`config.mk`:
```
export PLATFORM = sky130hd
export DESIGN_NAME = tdc_stream_decoder
export DESIGN_NICKNAME = d
export VERILOG_FILES = /design/src/rtl/tdc_dec_pkg.sv /design/src/rtl/tdc_coarse_ctr.sv /design/src/rtl/tdc_edge_find.sv /design/src/rtl/tdc_pulse_trk.sv /design/src/rtl/tdc_rec_out.sv /design/src/rtl/tdc_stream_decoder.sv
export SDC_FILE = /design/constraint.sdc
export NUM_CORES = 1
export LEC_CHECK = 0
export ABC_AREA = 0
export BUFFER_PORTS_ARGS = -buffer_cell sky130_fd_sc_hd__buf_2
export CORE_MARGIN = 2
export CORE_UTILIZATION = 35
export DETAILED_ROUTE_END_ITERATION = 6
export HOLD_SLACK_MARGIN = 0.06
export PLACE_DENSITY_LB_ADDON = 0.05
export SLEW_MARGIN = 30
export SYNTH_ARGS = -nofsm -noshare
export SYNTH_HDL_FRONTEND = slang
export SYNTH_SLANG_ARGS = --single-unit
```
`constraint.sdc`:
```
create_clock -name clk -period 36.7 [get_ports clk]
set_input_delay 0 -clock clk [delete_from_list [all_inputs] [get_ports clk]]
set_output_delay 0 -clock clk [all_outputs]
set_load 0.02 [all_outputs]
```
`src/rtl/tdc_dec_pkg.sv`:
```
package tdc_dec_pkg;

    parameter int unsigned SMP_W    = 16;
    parameter int unsigned COARSE_W = 32;
    parameter int unsigned WID_W    = 16;
    localparam int unsigned FINE_W  = $clog2(SMP_W);
    localparam int unsigned CNT_W   = FINE_W + 1;
    localparam logic [CNT_W-1:0] SMP_CNT = CNT_W'(SMP_W);

    typedef logic [SMP_W-1:0]    smp_t;
    typedef logic [CNT_W-1:0]    bitcnt_t;
    typedef logic [COARSE_W-1:0] coarse_t;
    typedef logic [FINE_W-1:0]   fine_t;
    typedef logic [WID_W-1:0]    width_t;

    typedef enum logic {TRK_IDLE, TRK_RUN} trk_state_e;

    typedef struct packed {
        coarse_t coarse;
        fine_t   fine;
        width_t  width;
    } tdc_rec_t;

    // number of clear bits above the first set bit (SMP_W if none)
    function automatic bitcnt_t lead_zeros(input smp_t w);
        bitcnt_t n;
        logic    seen;
        n    = '0;
        seen = 1'b0;
        for (int i = SMP_W - 1; i >= 0; i--) begin
            if (w[i])       seen = 1'b1;
            else if (!seen) n = n + 1'b1;
        end
        return n;
    endfunction

    function automatic bitcnt_t lead_ones(input smp_t w);
        return lead_zeros(~w);
    endfunction

    function automatic width_t sat_add(input width_t acc, input bitcnt_t add,
                                       input width_t ceil);
        logic [WID_W:0] s;
        s = {1'b0, acc} + {{(WID_W + 1 - CNT_W){1'b0}}, add};
        if (s > {1'b0, ceil}) return ceil;
        return s[WID_W-1:0];
    endfunction

endpackage

```
`src/rtl/tdc_coarse_ctr.sv`:
```
module tdc_coarse_ctr
    import tdc_dec_pkg::*;
(
    input  logic    clk,
    input  logic    rst,
    output coarse_t cnt
);
    always_ff @(posedge clk) begin
        if (rst) cnt <= '0;
        else     cnt <= cnt + 1'b1;
    end

    AST_COARSE_STEP: assert property (@(posedge clk) disable iff (rst)
        !$past(rst) |-> cnt == $past(cnt) + 1'b1)
        else $error("coarse counter skipped");
endmodule

```
`src/rtl/tdc_edge_find.sv`:
```
module tdc_edge_find
    import tdc_dec_pkg::*;
(
    input  smp_t    word,
    output logic    hit,
    output fine_t   lz,
    output bitcnt_t head_run,
    output logic    head_open,
    output bitcnt_t tail_ones,
    output logic    tail_full
);
    bitcnt_t zc;
    smp_t    aligned;

    always_comb begin
        zc        = lead_zeros(word);
        hit       = |word;
        lz        = zc[FINE_W-1:0];
        aligned   = word << zc;
        head_run  = lead_ones(aligned);
        head_open = hit && (head_run == SMP_CNT - zc);
        tail_ones = lead_ones(word);
        tail_full = &word;
    end
endmodule

```
`src/rtl/tdc_pulse_trk.sv`:
```
module tdc_pulse_trk
    import tdc_dec_pkg::*;
#(
    parameter width_t CEIL = width_t'(1024)
) (
    input  logic     clk,
    input  logic     rst,
    input  logic     stall,
    input  coarse_t  coarse,
    input  logic     hit,
    input  fine_t    lz,
    input  bitcnt_t  head_run,
    input  logic     head_open,
    input  bitcnt_t  tail_ones,
    input  logic     tail_full,
    output logic     emit,
    output tdc_rec_t emit_rec,
    output logic     in_run
);
    trk_state_e state, state_n;
    coarse_t    st_coarse, st_coarse_n;
    fine_t      st_fine, st_fine_n;
    width_t     acc, acc_n;

    always_comb begin
        state_n     = state;
        st_coarse_n = st_coarse;
        st_fine_n   = st_fine;
        acc_n       = acc;
        emit        = 1'b0;
        emit_rec    = '0;
        if (!stall) begin
            case (state)
                TRK_IDLE: if (hit) begin
                    if (head_open) begin
                        state_n     = TRK_RUN;
                        st_coarse_n = coarse;
                        st_fine_n   = lz;
                        acc_n       = sat_add('0, head_run, CEIL);
                    end else begin
                        emit     = 1'b1;
                        emit_rec = '{coarse: coarse, fine: lz,
                                     width: sat_add('0, head_run, CEIL)};
                    end
                end
                TRK_RUN: begin
                    if (tail_full) begin
                        acc_n = sat_add(acc, SMP_CNT, CEIL);
                    end else begin
                        state_n  = TRK_IDLE;
                        emit     = 1'b1;
                        emit_rec = '{coarse: st_coarse, fine: st_fine,
                                     width: sat_add(acc, tail_ones, CEIL)};
                    end
                end
                default: state_n = TRK_IDLE;
            endcase
        end
    end

    always_ff @(posedge clk) begin
        if (rst) begin
            state     <= TRK_IDLE;
            st_coarse <= '0;
            st_fine   <= '0;
            acc       <= '0;
        end else begin
            state     <= state_n;
            st_coarse <= st_coarse_n;
            st_fine   <= st_fine_n;
            acc       <= acc_n;
        end
    end

    assign in_run = (state == TRK_RUN);

    AST_WIDTH_CEIL: assert property (@(posedge clk) disable iff (rst)
        emit |-> (emit_rec.width <= CEIL && emit_rec.width != '0))
        else $error("width outside range");
    AST_STALL_FREEZE: assert property (@(posedge clk) disable iff (rst)
        stall |=> state == $past(state) && acc == $past(acc))
        else $error("tracker moved while stalled");
endmodule

```
`src/rtl/tdc_rec_out.sv`:
```
module tdc_rec_out
    import tdc_dec_pkg::*;
(
    input  logic     clk,
    input  logic     rst,
    input  logic     load,
    input  tdc_rec_t rec_in,
    input  logic     ready,
    input  logic     word_nz,
    output logic     valid,
    output tdc_rec_t rec_q,
    output logic     stalled,
    output logic     ovf
);
    assign stalled = valid && !ready;

    always_ff @(posedge clk) begin
        if (rst) begin
            valid <= 1'b0;
            rec_q <= '0;
            ovf   <= 1'b0;
        end else begin
            if (load) begin
                valid <= 1'b1;
                rec_q <= rec_in;
            end else if (ready) begin
                valid <= 1'b0;
            end
            if (stalled && word_nz) ovf <= 1'b1;
        end
    end

    AST_REC_HOLD: assert property (@(posedge clk) disable iff (rst)
        (valid && !ready) |=> (valid && rec_q == $past(rec_q)))
        else $error("pending record changed");
    AST_OVF_STICKY: assert property (@(posedge clk) disable iff (rst)
        ovf |=> ovf)
        else $error("overflow flag cleared");
    AST_NO_LOAD_STALLED: assert property (@(posedge clk) disable iff (rst)
        stalled |-> !load)
        else $error("record overwritten while stalled");
endmodule

```
`src/rtl/tdc_stream_decoder.sv`:
```
module tdc_stream_decoder
    import tdc_dec_pkg::*;
#(
    parameter int unsigned MAX_WIDTH = 1024
) (
    input  logic                clk,
    input  logic                rst,
    input  logic [SMP_W-1:0]    smp_word,
    output logic                rec_valid,
    input  logic                rec_ready,
    output logic [COARSE_W-1:0] rec_coarse,
    output logic [FINE_W-1:0]   rec_fine,
    output logic [WID_W-1:0]    rec_width,
    output logic                ovf_flag
);
    localparam width_t CEIL = width_t'(MAX_WIDTH);

    coarse_t  coarse;
    logic     hit, head_open, tail_full;
    fine_t    lz;
    bitcnt_t  head_run, tail_ones;
    logic     stall, emit, in_run;
    tdc_rec_t emit_rec, rec_q;

    tdc_coarse_ctr u_ctr (.clk(clk), .rst(rst), .cnt(coarse));

    tdc_edge_find u_edge (
        .word(smp_word), .hit(hit), .lz(lz), .head_run(head_run),
        .head_open(head_open), .tail_ones(tail_ones), .tail_full(tail_full)
    );

    tdc_pulse_trk #(.CEIL(CEIL)) u_trk (
        .clk(clk), .rst(rst), .stall(stall), .coarse(coarse),
        .hit(hit), .lz(lz), .head_run(head_run), .head_open(head_open),
        .tail_ones(tail_ones), .tail_full(tail_full),
        .emit(emit), .emit_rec(emit_rec), .in_run(in_run)
    );

    tdc_rec_out u_out (
        .clk(clk), .rst(rst), .load(emit), .rec_in(emit_rec),
        .ready(rec_ready), .word_nz(hit), .valid(rec_valid),
        .rec_q(rec_q), .stalled(stall), .ovf(ovf_flag)
    );

    assign rec_coarse = rec_q.coarse;
    assign rec_fine   = rec_q.fine;
    assign rec_width  = rec_q.width;

    AST_RUN_NO_PENDING: assert property (@(posedge clk) disable iff (rst)
        in_run |-> !rec_valid)
        else $error("record pending during pulse");
endmodule

```
==> impl_metrics.py <==
metrics = {
    "status": {
        "status": "finished, final reports clean",
    },
    "placement": {
        "placed_area_um2": 13200,
        "hpwl_um": 30500,
        "pre_cts_ws_ns": 16.64,
        "gp_congestion": 0.853,
        "io_buffers": 72,
        "dp_cells": 2084,
    },
    "synth": {
        "synth_cells": 1623,
        "synth_area_leaders": "dfxtp_1 (22%), mux2i_1 (6.5%), nor2_1 (6.1%), xnor2_1 (5.1%), nand2_1 (5.0%)",
        "synth_top_area_share_pct": 22.2,
        "synthFlopType": "dfxtp_1",
        "synth_largest_area_cell": "dfxtp_1",
        "syn_area_um2": 12500,
        "synth_cell_types": 110,
        "async_flop_share_pct": 0,
        "ys_ff_latch": 139,
        "yosysSeqAreaShare_pct": 22.2,
        "ys_warn_count": 0,
        "synth_edf_count": 0,
        "synth_nets": 1691,
        "synth_area_per_cell_um2": 7.72,
    },
    "timing": {
        "maxSlewViolCount": 0,
        "setup_violations": 0,
        "tightest_slew_ns": 0.937,
        "fin_skew_ns": 0.0139,
        "slew_headroom_pct": 37.2,
        "period_share_pct": 53.8,
        "setup_ws_ns": 16.95,
        "period_needed_ns": 19.75,
        "rsz0062_at_grt": "false",
        "finalHoldViolCount": 0,
        "fin_tns_setup_ns": 0,
        "fmax_mhz": 50.6,
    },
    "setup_path": {
        "max_stage_delay_ns": 0.77,
        "end_kind": "flop",
        "critPathSlowestCell": "a31oi_2",
        "cp-start-kind": "input port",
        "crit_required_ns": 37.01,
        "setup.worst_path.class": "in -> reg",
        "crit_arrival_ns": 20.06,
        "cp_common_cell": "ha_1",
        "cp_max_fo": 24,
    },
    "route": {
        "via_count": 11800,
        "viasPerCell": 5.59,
        "postRouteAntennaNets": 0,
        "drc": 0,
        "wirelength_um": 40200,
        "drt_first_pass_iters": 5,
        "wl_per_cell_um": 19.0,
        "drt_iter0_drc": 837,
    },
    "die": {
        "die_w_um": 193,
        "coreArea_um2": 35400,
        "start_util_pct": 35.4,
        "rows": 69,
        "ios": 73,
        "die_area_um2": 37300,
        "dieHeight_um": 193,
    },
    "grt": {
        "antenna_found_initial": 0,
        "grt_pass1_vias": 11400,
        "grt_use_total_pct": 21.3,
        "grt_max_degree": 64,
        "grt_remaining_overflow": 0,
        "grt_pass1_wl_um": 64500,
    },
    "clock_network": {
        "ctsHoldBuffers": 2,
        "htree_num_levels": 4,
        "cts_setup_buffers": 0,
        "cts_buffers": 17,
        "root_buffer": "clkbuf_16",
        "clock_path_buffers": 2,
        "cts_tree": "done",
        "clock_latency_ns": 0.44,
        "clk_pin_slew_ns": 0.06,
        "cts_resized": 0,
        "clock-sinks": 139,
    },
    "cells_and_area": {
        "diodes": 0,
        "design_area_um2": 13800,
        "syn2layout_area_growth_pct": 10.0,
        "drive_above_1_share_pct": 12.2,
        "nets": 1712,
        "fin_cells": 2118,
        "layout_common_cells": "nor2_1 (204), nand2_1 (166), dfxtp_1 (139), mux2i_1 (81), xnor2_1 (73)",
        "postLayoutCoreUtil_pct": 39.0,
        "final_common_cell": "nor2_1",
    },
    "min_path": {
        "hp-class": "in -> reg",
    },
    "power_and_ir_drop": {
        "power_density_nw_per_um2": 31.7,
        "p_leak_nw": 5.71,
        "peakVddDrop_uv": 33.7,
    },
    "job": {
        "drv_cap": 0,
    },
}
-- logic make-up after synthesis --
| group | count (synthesis) | synth area share, % |
|---|---|---|
| xor+xnor | 132 | 11.1 |
| fa+ha+maj | 50 | 5.03 |
| compound gates | 331 | 19.2 |
| flops | 139 | 22.2 |
| mux | 98 | 8.06 |
| buf+inv | 140 | 4.80 |
| simple gates | 733 | 29.5 |
-- synthesized netlist by cell type (12+ instances only) --
| cell type | count |
|---|---|
| nor2_1 | 204 |
| nand2_1 | 166 |
| dfxtp_1 | 139 |
| mux2i_1 | 81 |
| xnor2_1 | 73 |
| nand3_1 | 72 |
| a21oi_1 | 68 |
| and2_1 | 61 |
| clkbuf_1 | 56 |
| inv_1 | 51 |
| ha_1 | 48 |
| o21ai_0 | 45 |
| xor2_1 | 42 |
| a221o_1 | 38 |
| nand4_1 | 35 |
| nor3_1 | 31 |
| and3_1 | 30 |
| nor2b_1 | 23 |
| a31oi_1 | 19 |
| buf_2 | 19 |
| nand2b_1 | 17 |
| mux2_2 | 15 |
| o22ai_1 | 15 |
| or3_1 | 14 |
| a211oi_1 | 13 |
| o21ai_1 | 12 |
-- power by group --
| group | total [mW] | internal, mW | switching, mW |
|---|---|---|---|
| registers | 0.154 | 0.153 | 0.00171 |
| clock network | 0.159 | 0.0884 | 0.0707 |
| logic | 0.124 | 0.0449 | 0.0790 |
-- sequential cells by signal (all words and copies together) (netlist names) --
signal	count
u_trk.st_coarse	32
u_trk.acc	16
u_ctr.cnt	32
u_trk.st_fine	4
u_trk.in_run	1
u_out.ovf	1
u_out.valid	1
u_out.rec_q	52
-- final cells by class --
cell class	count	area (um2)
timing repair buffer	88	528
multi-input combinational	1344	9160
inverter	54	203
tap	461	577
clock inverter	13	95.1
clock buffer	19	443
sequential	139	2780
fill	3739	21600
-- metal layers --
layer,GRT usage [%],part of all wire (%),vias up
li1,-,-,5889
met1,28.8,48,5661
met2,35.7,47,238
met3,3.00,3.5,42
met4,4.78,1.5,0
met5,0,0,-
-- through the flow --
stage	power, mW	hold WS [ns]
floorplan	0.247	0.265
global placement	0.280	0.434
detailed placement	0.280	0.428
CTS	0.441	0.277
global route	0.461	0.317
finish	0.437	0.280
-- critical path, delay by kind of cell --
| family | cells | cell delay, ns |
|---|---|---|
| xor gates and xnor gates | 3 | 0.70 |
| adders and majority gates | 20 | 5.81 |
| buffers and inverters | 5 | 1.03 |
| AOI/OAI and AO/OA | 33 | 7.92 |
| muxes | 4 | 0.56 |
| and+or+nand+nor | 29 | 3.98 |
-- path summary, 6_finish.rpt --
| kind | startpoint | endpoint | slack (ns) | cells past startpoint |
|---|---|---|---|---|
| worst max-delay path | smp_word[14] | u_out.rec_q[48]$_SDFFE_PP0P_ | 16.95 | 94 |
| worst min-delay path | smp_word[0] | u_trk.acc[10]$_SDFFE_PP0P_ | 0.28 | 5 |
| worst max register to register | u_trk.acc[0]$_SDFFE_PP0P_ | u_out.rec_q[1]$_SDFFE_PP0P_ | 33.02 | 18 |
| worst min register to register | u_out.rec_q[13]$_SDFFE_PP0P_ | u_out.rec_q[13]$_SDFFE_PP0P_ | 0.46 | 1 |
(Power assumes the default switching activity.)
